<file path="config.mk">
export PLATFORM = sky130hd
export DESIGN_NAME = ubx_transceiver
export DESIGN_NICKNAME = d
export VERILOG_FILES = /design/src/rtl/ubx_pkg.sv /design/src/rtl/ubx_fall_det.sv /design/src/rtl/ubx_path_cell.sv /design/src/rtl/ubx_transceiver.sv
export SDC_FILE = /design/constraint.sdc
export NUM_CORES = 1
export LEC_CHECK = 0
export CAP_MARGIN = 40
export CELL_PAD_IN_SITES_DETAIL_PLACEMENT = 0
export CELL_PAD_IN_SITES_GLOBAL_PLACEMENT = 1
export CORE_MARGIN = 2
export CORE_UTILIZATION = 45
export DETAILED_ROUTE_END_ITERATION = 10
export DONT_BUFFER_PORTS = 1
export GPL_TIMING_DRIVEN = 1
export PLACE_DENSITY_LB_ADDON = 0.3
export SYNTH_ARGS = -nofsm -noshare
export SYNTH_HDL_FRONTEND = slang
export SYNTH_HIERARCHICAL = 1
export SYNTH_SLANG_ARGS = --single-unit
</file>
<file path="constraint.sdc">
create_clock -name clk -period 3.7 [get_ports clk]
set_clock_uncertainty 0.2 [all_clocks]
set_input_delay 0.555 -clock clk [delete_from_list [all_inputs] [get_ports clk]]
set_output_delay 0.555 -clock clk [all_outputs]
set_load 0.01 [all_outputs]
</file>
<file path="src/rtl/ubx_pkg.sv">
// Package: shared width and data type for the bus transceiver.
// Assumes both buses have the same width.
package ubx_pkg;
    parameter int BUS_W = 18;
    typedef logic [BUS_W-1:0] bus_t;
endpackage

</file>
<file path="src/rtl/ubx_fall_det.sv">
// Falling-edge detector for a data clock sampled by the system clock.
// Assumes the data clock is slow compared with clk; the previous sample
// resets to 0, so a clock held high through reset gives no edge.
module ubx_fall_det (
    input  logic clk,
    input  logic rst_n,
    input  logic dclk_in,
    output logic fall
);
    logic cur_q;
    logic prev_q;

    // Keep the current and previous samples of the data clock.
    always_ff @(posedge clk) begin
        if (!rst_n) begin
            cur_q  <= 1'b0;
            prev_q <= 1'b0;
        end else begin
            cur_q  <= dclk_in;
            prev_q <= cur_q;
        end
    end

    // An edge is the previous sample high and the current sample low.
    assign fall = prev_q & ~cur_q;
endmodule

</file>
<file path="src/rtl/ubx_path_cell.sv">
// One direction of the transceiver: input register, latch/flip-flop cell
// and output select. Assumes all bits share le and dclk. Latency from
// input to output is one cycle (transparent), or one cycle after a
// detected falling edge (clocked).
module ubx_path_cell #(
    parameter int W = 18
) (
    input  logic         clk,
    input  logic         rst_n,
    input  logic [W-1:0] din,
    input  logic         le,
    input  logic         dclk,
    output logic [W-1:0] val_out
);
    logic [W-1:0] data_q;
    logic         le_q;
    logic         fall;
    logic [W-1:0] store;

    ubx_fall_det u_fall (
        .clk     (clk),
        .rst_n   (rst_n),
        .dclk_in (dclk),
        .fall    (fall)
    );

    // Register data and latch enable alongside the data-clock samples.
    always_ff @(posedge clk) begin
        if (!rst_n) begin
            data_q <= '0;
            le_q   <= 1'b0;
        end else begin
            data_q <= din;
            le_q   <= le;
        end
    end

    // Storage cell: load when transparent or on a falling data-clock edge.
    always_ff @(posedge clk) begin
        if (!rst_n)
            store <= '0;
        else if (le_q || fall)
            store <= data_q;
    end

    // Output: live registered data when transparent, stored value otherwise.
    assign val_out = le_q ? data_q : store;

    assert_transparent_load_R9: assert property (@(posedge clk) disable iff (!rst_n)
        le_q |=> (store == $past(data_q)));
    assert_edge_capture_R3: assert property (@(posedge clk) disable iff (!rst_n)
        (fall && !le_q) |=> (store == $past(data_q)));
    assert_hold_steady_R2: assert property (@(posedge clk) disable iff (!rst_n)
        (!le_q && !fall) |=> $stable(store));
endmodule

</file>
<file path="src/rtl/ubx_transceiver.sv">
// Bidirectional 18-bit bus transceiver with two independent paths.
// Each bus side has an output vector and a per-bit drive enable instead of
// tri-state pins. Enables are registered so they line up with the data.
// Nothing arbitrates between the two directions.
module ubx_transceiver #(
    parameter int W = ubx_pkg::BUS_W
) (
    input  logic         clk,
    input  logic         rst_n,
    input  logic [W-1:0] a_in,
    input  logic [W-1:0] b_in,
    input  logic         ab_oe,
    input  logic         ab_le,
    input  logic         ab_dclk,
    input  logic         ba_oe_n,
    input  logic         ba_le,
    input  logic         ba_dclk,
    output logic [W-1:0] b_out,
    output logic [W-1:0] b_drv,
    output logic [W-1:0] a_out,
    output logic [W-1:0] a_drv
);
    logic [W-1:0] ab_val;
    logic [W-1:0] ba_val;
    logic         ab_en_q;
    logic         ba_en_q;

    ubx_path_cell #(.W(W)) u_ab (
        .clk (clk), .rst_n (rst_n), .din (a_in),
        .le (ab_le), .dclk (ab_dclk), .val_out (ab_val)
    );

    ubx_path_cell #(.W(W)) u_ba (
        .clk (clk), .rst_n (rst_n), .din (b_in),
        .le (ba_le), .dclk (ba_dclk), .val_out (ba_val)
    );

    // Register both enables, converting them to active-high form.
    always_ff @(posedge clk) begin
        if (!rst_n) begin
            ab_en_q <= 1'b0;
            ba_en_q <= 1'b0;
        end else begin
            ab_en_q <= ab_oe;
            ba_en_q <= ~ba_oe_n;
        end
    end

    // Drive each side from its path, zeroed when the direction is disabled.
    assign b_drv = {W{ab_en_q}};
    assign a_drv = {W{ba_en_q}};
    assign b_out = ab_en_q ? ab_val : '0;
    assign a_out = ba_en_q ? ba_val : '0;

    assert_b_release_R4: assert property (@(posedge clk) disable iff (!rst_n)
        !ab_oe |=> (b_drv == '0 && b_out == '0));
    assert_a_release_R5: assert property (@(posedge clk) disable iff (!rst_n)
        ba_oe_n |=> (a_drv == '0 && a_out == '0));
    assert_no_contention_R10: assert property (@(posedge clk) disable iff (!rst_n)
        !(ab_en_q && ba_en_q))
        else $warning("both bus directions driving at once");
endmodule

</file>
Word level (Yosys, flattened, before mapping). Cells that the tools add are included.

Mux-type cells: 4. Reductions and logical operators: 2. Bitwise logic cells: 5.

Operators with widths (number): $mux W18 (4); $not A1 Y1 (3); $and A1 B1 Y1 (2); $logic_or A1 B1 Y1 (2).

Output and inout port bits: 72. Bits of input ports: 44. Logic and storage cells: 23. Register bits: 80.

Longest topological paths before layout. Gate-level depths: netlist of run 1.

Depth after elaboration: 3. Mapped depth: 6. Mapped depth without buffers: 3.

By module. Netlist of run 1, hierarchy kept.

By module, submodules not included: ubx_path_cell (times used 2, cells an instance 143, sequential area each 740.7 um^2, area each 1487.7 um^2); ubx_transceiver (times used 1, cells an instance 78, sequential area each 40.0 um^2, area each 608.1 um^2); ubx_fall_det (times used 2, cells an instance 5, sequential area each 40.0 um^2, area each 62.6 um^2).

Worst setup path before layout of run 1. Ideal clock, no wire load.

Kind: reg2out. Start: register u_ba.le_q. End: output port a_out[10]. Buffers on the path: 2. Arrival: 1.170 ns. Cell stages (with the launch flop): 5. Slack: 1.775 ns. Data required time: 2.945 ns. Cells stage by stage: dfxtp_1 > buf_6 > buf_2 > mux2_2 > and2_2.

Word-level cells in the longest chain between the ends: 2.

RTL lines: start, declared (line ubx_path_cell.sv:16) `logic le_q;`; start signal, assigned (line ubx_path_cell.sv:34) `le_q <= le;`; $mux W18 (line ubx_path_cell.sv:47) `assign val_out = le_q ? data_q : store;`; net ba_val[10] (line ubx_transceiver.sv:24) `logic [W-1:0] ba_val;`; $mux W18 (line ubx_transceiver.sv:53) `assign a_out = ba_en_q ? ba_val : '0;`; end, declared (line ubx_transceiver.sv:20) `output logic [W-1:0] a_out,`.

The timed path passes the listed nets, and every way through them passes these cells.

Worst setup path in the final report of run 1.
Start: register u_ab.le_q. End: output port b_out[14].

Word-level cells in the longest chain between the ends: 2.

RTL lines: start, declared (line ubx_path_cell.sv:16); start signal, assigned (line ubx_path_cell.sv:34); $mux W18 (line ubx_path_cell.sv:47); net ab_val[14] (line ubx_transceiver.sv:23) `logic [W-1:0] ab_val;`; $mux W18 (line ubx_transceiver.sv:52) `assign b_out = ab_en_q ? ab_val : '0;`; end, declared (line ubx_transceiver.sv:18) `output logic [W-1:0] b_out,`.

The timed path passes the listed nets, and every way through them passes these cells.

==> flow_summary_export.csv, run 1 <==
group,metric,value,unit
grt,grt_pass1_wl,10000,um
grt,grt-ovfl-total,0,
floorplan,row_count,33,
logic_synthesis,syn-cell-area,3710,um^2
setup_path,critPathCaptureType,"primary output",
placed_design,gp_congestion,0.641,
placed_design,place_hpwl,3700,um
setup_path,required,2.94,ns
setup_path,crit_path_cell_trace,"buf_4, mux2_2, and2_2",
logic_synthesis,yosysWarnings,6,
placed_design,io_buffers,0,
final_layout,final_cell_mix,"dfxtp_1, and2_1, mux2_2, nand2_1, o211ai_1",
floorplan,core_area,8090,um^2
power_and_ir_drop,switchingPower,0.400,mW
final_layout,fin_area,3670,um^2
flow_run,cap_violations,0,
grt,grtUsageTotal,14.3,%
cts,cts_resized,0,
cts,clkLatencyLatePin,0.35,ns
timing,slew_headroom,41.9,%
logic_synthesis,ys_ff_latch,80,
setup_path,cp_max_fo,28,
logic_synthesis,yosysUniqueCellTypes,17,
route,first_pass_iters,4,
power_and_ir_drop,power_density,501,nW/um^2
cts,ctsHoldBuffers,0,
power_and_ir_drop,leakagePower,1.40,nW
route,routed_wirelength,6190,um
grt,antenna_found_initial,0,
power_and_ir_drop,combPwrFrac,6.3,%
setup_path,crit_type,"reg -> out",
power_and_ir_drop,seq_power_share,50.7,%
final_layout,fin_nets,368,
logic_synthesis,syn_avg_cell_area,9.92,um^2
timing,worstMarginPinSlew,0.872,ns
cts,cts.path.max_buffers,2,
timing,rsz0062_at_grt,"no",
power_and_ir_drop,intPower,1.44,mW
final_layout,layout.cells.most_common,"dfxtp_1",
setup_path,arrival,1.87,ns
power_and_ir_drop,ir_drop,0.245,mV
timing,clock.fmax,0.381,GHz
route,drc,0,
placed_design,place_area,3420,um^2
logic_synthesis,postSynthCellCount,374,
setup_path,critPathBufInv,1,
worst_hold_path,hp-class,"in -> reg",
route,wl_per_cell,14.3,um
setup_path,crit_family,"flip-flops",
setup_path,crit_path_max_incr_delay,0.54,ns
timing,finalHoldViolCount,0,
final_layout,n_antenna_cell,0,
logic_synthesis,ys_seq_area_share,43.2,%
final_layout,drive_gt1_share,34.3,%
setup_path,start_kind,"flop",
cts,clockRootBuffer,"clkbuf_8",
cts,cts-htree-levels,3,
timing,setup_violations,0,
final_layout,area_delta_synth_final,-1.01,%
floorplan,boundaryPins,116,
cts,post_cts_buffers,0,
timing,setup_tns,0,ns
cts,clk_pin_slew,0.09,ns
route,dr_total_vias,2203,
run_status,status,"complete, no violations",
power_and_ir_drop,p_clk_share,43.0,%
cts,clock-sinks,80,
timing,fin_crit_sh,70.9,%
power_and_ir_drop,swShare,21.7,%
route,drtIter0Drc,47,
floorplan,start_util,45.8,%
logic_synthesis,synthesis.nets,418,
grt,grt_pass1_vias,2113,
floorplan,dieArea,8980,um^2
timing,finalCriticalPeriod,2.62,ns
floorplan,die_h,94.8,um
setup_path,slowest_stage,"dfxtp_1",
cts,cts_tree,"yes",
route,ant_nets,0,
grt,grt_max_degree,117,
floorplan,die_w,94.8,um
route,via_per_inst,5.08,
timing,slew_violations,0,
cts,cts_buffers,9,
-- final timing paths --
check                                        from             end  slack (ns)  cells after the start
worst min-delay path                      ba_oe_n         ba_en_q        0.07                      1
worst max-delay path                    u_ab/le_q       b_out[14]        1.08                      3
worst max register to register  u_ab/u_fall/cur_q   u_ab/store[6]        1.64                      3
worst min register to register     u_ba/store[17]  u_ba/store[17]        0.26                      2
-- flip-flops by register name (all words and copies together), names as in the netlist --
signal / flops
u_ab/data_q: 18
u_ab/store: 18
u_ba/data_q: 18
u_ba/store: 18
ab_en_q: 1
ba_en_q: 1
u_ab/le_q: 1
u_ab/u_fall/cur_q: 1
u_ab/u_fall/prev_q: 1
u_ba/le_q: 1
u_ba/u_fall/cur_q: 1
u_ba/u_fall/prev_q: 1
-- worst reg2reg max path, delay by kind of cell (launching register included) --
kind,cells,cell delay [ns]
and+or+nand+nor,2,1.17
DFF,1,0.31
AOI/OAI and AO/OA,1,0.23
-- power by group through the flow --
stage | Combinational [mW] | Clock, mW | Sequential, mW
CTS | 0.119 | 0.812 | 0.934
global placement | 0.114 | 0 | 0.954
finish | 0.116 | 0.791 | 0.933
detailed placement | 0.118 | 0 | 0.954
floorplan | 0.161 | 0 | 0.939
global route | 0.130 | 0.855 | 0.941
-- Yosys cell counts --
cell | number | area share, %
and2_1 | 47 | 7.9
and2_2 | 32 | 6.5
and2b_2 | 2 | 0.47
buf_1 | 4 | 0.40
buf_12 | 2 | 1.1
buf_2 | 8 | 1.1
buf_4 | 36 | 7.3
buf_6 | 6 | 1.8
clkbuf_1 | 10 | 1.0
dfxtp_1 | 80 | 43
mux2_2 | 36 | 11
nand2_1 | 36 | 3.6
nor2b_1 | 1 | 0.17
o211ai_1 | 36 | 7.3
o21ai_0 | 16 | 2.2
o21ai_2 | 20 | 4.7
or2_1 | 2 | 0.34
-- routing by layer --
layer  GRT usage [%]  up-vias  part of all wire, %
met3            6.23        6                  7.0
li1                -     1118                    -
met2            22.0       64                   44
met1            18.2     1015                   48
met5               0        -                    0
met4            3.99        0                 0.92
-- cell type report --
type,instances,area [um^2]
clock buffer,11,151
clock inverter,5,103
fill,803,4420
multi-input combinational,228,1640
tap,105,131
sequential,80,1600
timing repair buffer,5,45.0
-- kinds of logic after synthesis --
| logic type | after synthesis | share of synthesized area, % |
|---|---|---|
| AND/OR/NAND/NOR | 120 | 19.0 |
| flip-flops | 80 | 43.2 |
| AO/OA/AOI/OAI | 72 | 14.2 |
| buffers and inverters | 66 | 12.7 |
| multiplexers | 36 | 10.9 |
-- per-stage QoR --
step	setup slack (ns)	utilization [%]	total power [mW]	instances	hold WS, ns
2_1_floorplan	1.77	-	1.10	374	0.233
3_3_place_gp	1.48	42.0	1.07	417	0.242
3_5_place_dp	1.47	42.2	1.07	418	0.250
4_1_cts	1.06	45.4	1.87	434	0.0464
5_1_grt	0.951	45.4	1.93	434	0.0519
6_report	1.08	45.4	1.84	434	0.0676
No activity file was read; power rests on OpenSTA's default activity.
==> run 2: changes to the inputs <==
--- a/config.mk
+++ b/config.mk
@@ -5,11 +5,12 @@
 export SDC_FILE = /design/constraint.sdc
 export NUM_CORES = 1
 export LEC_CHECK = 0
+export ABC_AREA = 1
 export CAP_MARGIN = 40
 export CELL_PAD_IN_SITES_DETAIL_PLACEMENT = 0
 export CELL_PAD_IN_SITES_GLOBAL_PLACEMENT = 1
 export CORE_MARGIN = 2
-export CORE_UTILIZATION = 45
+export CORE_UTILIZATION = 39
 export DETAILED_ROUTE_END_ITERATION = 10
 export DONT_BUFFER_PORTS = 1
 export GPL_TIMING_DRIVEN = 1
==> constraint.sdc (replaced) <==
create_clock -name clk -period 2.3 [get_ports clk]
set_clock_uncertainty 0.2 [all_clocks]
set_input_delay 0.345 -clock clk [delete_from_list [all_inputs] [get_ports clk]]
set_output_delay 0.345 -clock clk [all_outputs]
set_load 0.01 [all_outputs]
==> flow_summary_export.csv, run 2 <==
group,metric,value,unit
logic_synthesis,yosysWarnings,6,
logic_synthesis,async_flop_share,0,%
setup_path,required,1.75,ns
grt,grt-ovfl-total,0,
timing,slew_headroom,72.7,%
logic_synthesis,syn_avg_cell_area,6.68,um^2
logic_synthesis,ys_seq_area_share,42.8,%
logic_synthesis,synthTopCellsByCount,"nand2_1, inv_1, dfxtp_1",
grt,grt_max_degree,58,
cts,cts_buffers,9,
timing,rsz0062_at_grt,"no",
logic_synthesis,postSynthCellCount,560,
logic_synthesis,syn-cell-area,3740,um^2
final_layout,finish.utilization,47.1,%
floorplan,die_w,102,um
floorplan,row_count,35,
placed_design,place_hpwl,3980,um
timing,hold_ws,0.143,ns
grt,grt_pass1_vias,2780,
run_status,status,"complete, no violations",
setup_path,start_kind,"flop",
logic_synthesis,ys_ff_latch,80,
grt,grtUsageTotal,14.7,%
timing,setup_tns,0,ns
setup_path,arrival,1.40,ns
cts,clockRootBuffer,"clkbuf_8",
final_layout,n_antenna_cell,0,
setup_path,cp-startpoint,"u_ba/le_q",
floorplan,boundaryPins,116,
route,drtIter0Drc,67,
cts,post_cts_buffers,0,
timing,slew_violations,0,
power_and_ir_drop,power_density,695,nW/um^2
logic_synthesis,synth_edf_count,0,
setup_path,critPathCaptureType,"primary output",
final_layout,layout.cells.most_common,"nand2_1",
placed_design,gp_congestion,0.686,
route,ant_nets,0,
floorplan,die_h,102,um
route,first_pass_iters,4,
route,drc,0,
cts,clock-sinks,80,
route,routed_wirelength,7180,um
power_and_ir_drop,leakagePower,2.48,nW
timing,finalHoldViolCount,0,
logic_synthesis,synth_top_area_share,42.8,%
cts,clk_pin_slew,0.08,ns
floorplan,start_util,40.3,%
route,wl_per_cell,10.0,um
setup_path,reg2reg_from,"u_ab/le_q",
timing,setup_violations,0,
setup_path,crit_type,"reg -> out",
cts,cts_resized,0,
final_layout,fin_nets,625,
worst_hold_path,hp-class,"in -> reg",
flow_run,cap_violations,0,
logic_synthesis,synthTopCellsByArea,"dfxtp_1, nand2_1, inv_1",
logic_synthesis,yosysUniqueCellTypes,16,
route,via_per_inst,4.12,
route,dr_total_vias,2946,
final_layout,final_cell_mix,"nand2_1, inv_1, dfxtp_1, nor2_1, dlygate4sd3_1",
cts,cts_tree,"yes",
logic_synthesis,synthesis.nets,604,
logic_synthesis,synth_most_common_cell,"nand2_1",
cts,clkLatencyLatePin,0.35,ns
final_layout,drive_gt1_share,4.95,%
final_layout,fin_area,4370,um^2
floorplan,core_area,9280,um^2
timing,clock.fmax,0.514,GHz
timing,worstMarginPinSlew,0.409,ns
setup_path,reg2reg_depth,6,
logic_synthesis,yosysTopAreaCell,"dfxtp_1",
grt,grt_pass1_wl,11900,um
final_layout,area_delta_synth_final,16.8,%
placed_design,io_buffers,0,
setup_path,r2r_end,"u_ab/store[7]",
cts,cts.path.max_buffers,2,
cts,cts-htree-levels,3,
timing,finalCriticalPeriod,1.94,ns
setup_path,cp_max_fo,39,
grt,antenna_found_initial,0,
setup_path,setup.worst_path.end,"a_out[11]",
setup_path,r2r_slack,0.79,ns
placed_design,place_area,3470,um^2
power_and_ir_drop,ir_drop,0.347,mV
timing,fin_crit_sh,84.5,%
logic_synthesis,synth_ff_type,"dfxtp_1",
floorplan,dieArea,10400,um^2
[run 2: final cells by class]
cell class | instances | area [um^2]
Clock buffer | 9 | 124
Clock inverter | 7 | 96.3
Fill cell | 970 | 4910
Inverter | 118 | 443
Multi-Input combinational cell | 300 | 1200
Sequential cell | 80 | 1600
Tap cell | 129 | 161
Timing Repair Buffer | 72 | 748
[run 2: kinds of logic (layout without fill, tap and decap cells)]
group / Yosys count / after routing / synth area share (%)
flops: 80 / 80 / 42.8
compound gates: 38 / 38 / 5.08
buf+inv: 180 / 206 / 25.3
simple gates: 262 / 262 / 26.9
[run 2: timing repair]
action | CTS | global route
endpoints found under the setup margin | 0 | 0
endpoints found under the hold margin | 80 | 0
hold buffers | 66 | 0
[run 2: per-layer routing]
metal / track usage, % / share of wire (%)
met1: 16.2 / 47
met2: 26.4 / 48
met3: 4.17 / 4.0
met4: 6.26 / 1.6
met5: 0 / 0
[run 2: worst min path at each step]
| stage | startpoint | end | slack [ns] | depth (start not counted) |
|---|---|---|---|---|
| floorplan | u_ab/u_fall/cur_q | u_ab/u_fall/prev_q | 0.21 | 2 |
| global placement | ba_oe_n | ba_en_q | 0.21 | 1 |
| detailed placement | ba_oe_n | ba_en_q | 0.22 | 1 |
| CTS | rst_n | u_ba/u_fall/prev_q | 0.13 | 3 |
| global route | rst_n | u_ba/store[17] | 0.13 | 3 |
| finish | rst_n | u_ab/le_q | 0.14 | 3 |
[run 2: worst max-delay path: stages (launching register included)]
cell     delay (ns)
dfxtp_1        0.31
buf_4          0.33
nand2_1        0.08
o21ai_0        0.12
nand2_1        0.09
inv_1          0.12
[run 2: power by group]
| group | switching [mW] | internal (mW) | leakage, nW |
|---|---|---|---|
| logic | 0.228 | 0.174 | 1.70 |
| clock network | 0.511 | 0.613 | 0.113 |
| registers | 0.0415 | 1.47 | 0.664 |
[run 2: through the flow]
| step | cells | setup slack, ns | power (mW) |
|---|---|---|---|
| after detailed placement | 633 | 0.721 | 1.84 |
| final | 715 | 0.356 | 3.04 |
| after floorplan | 560 | 0.724 | 1.87 |
| after global routing | 715 | 0.129 | 3.23 |
| after CTS | 715 | 0.319 | 3.11 |
| after global placement | 633 | 0.749 | 1.84 |
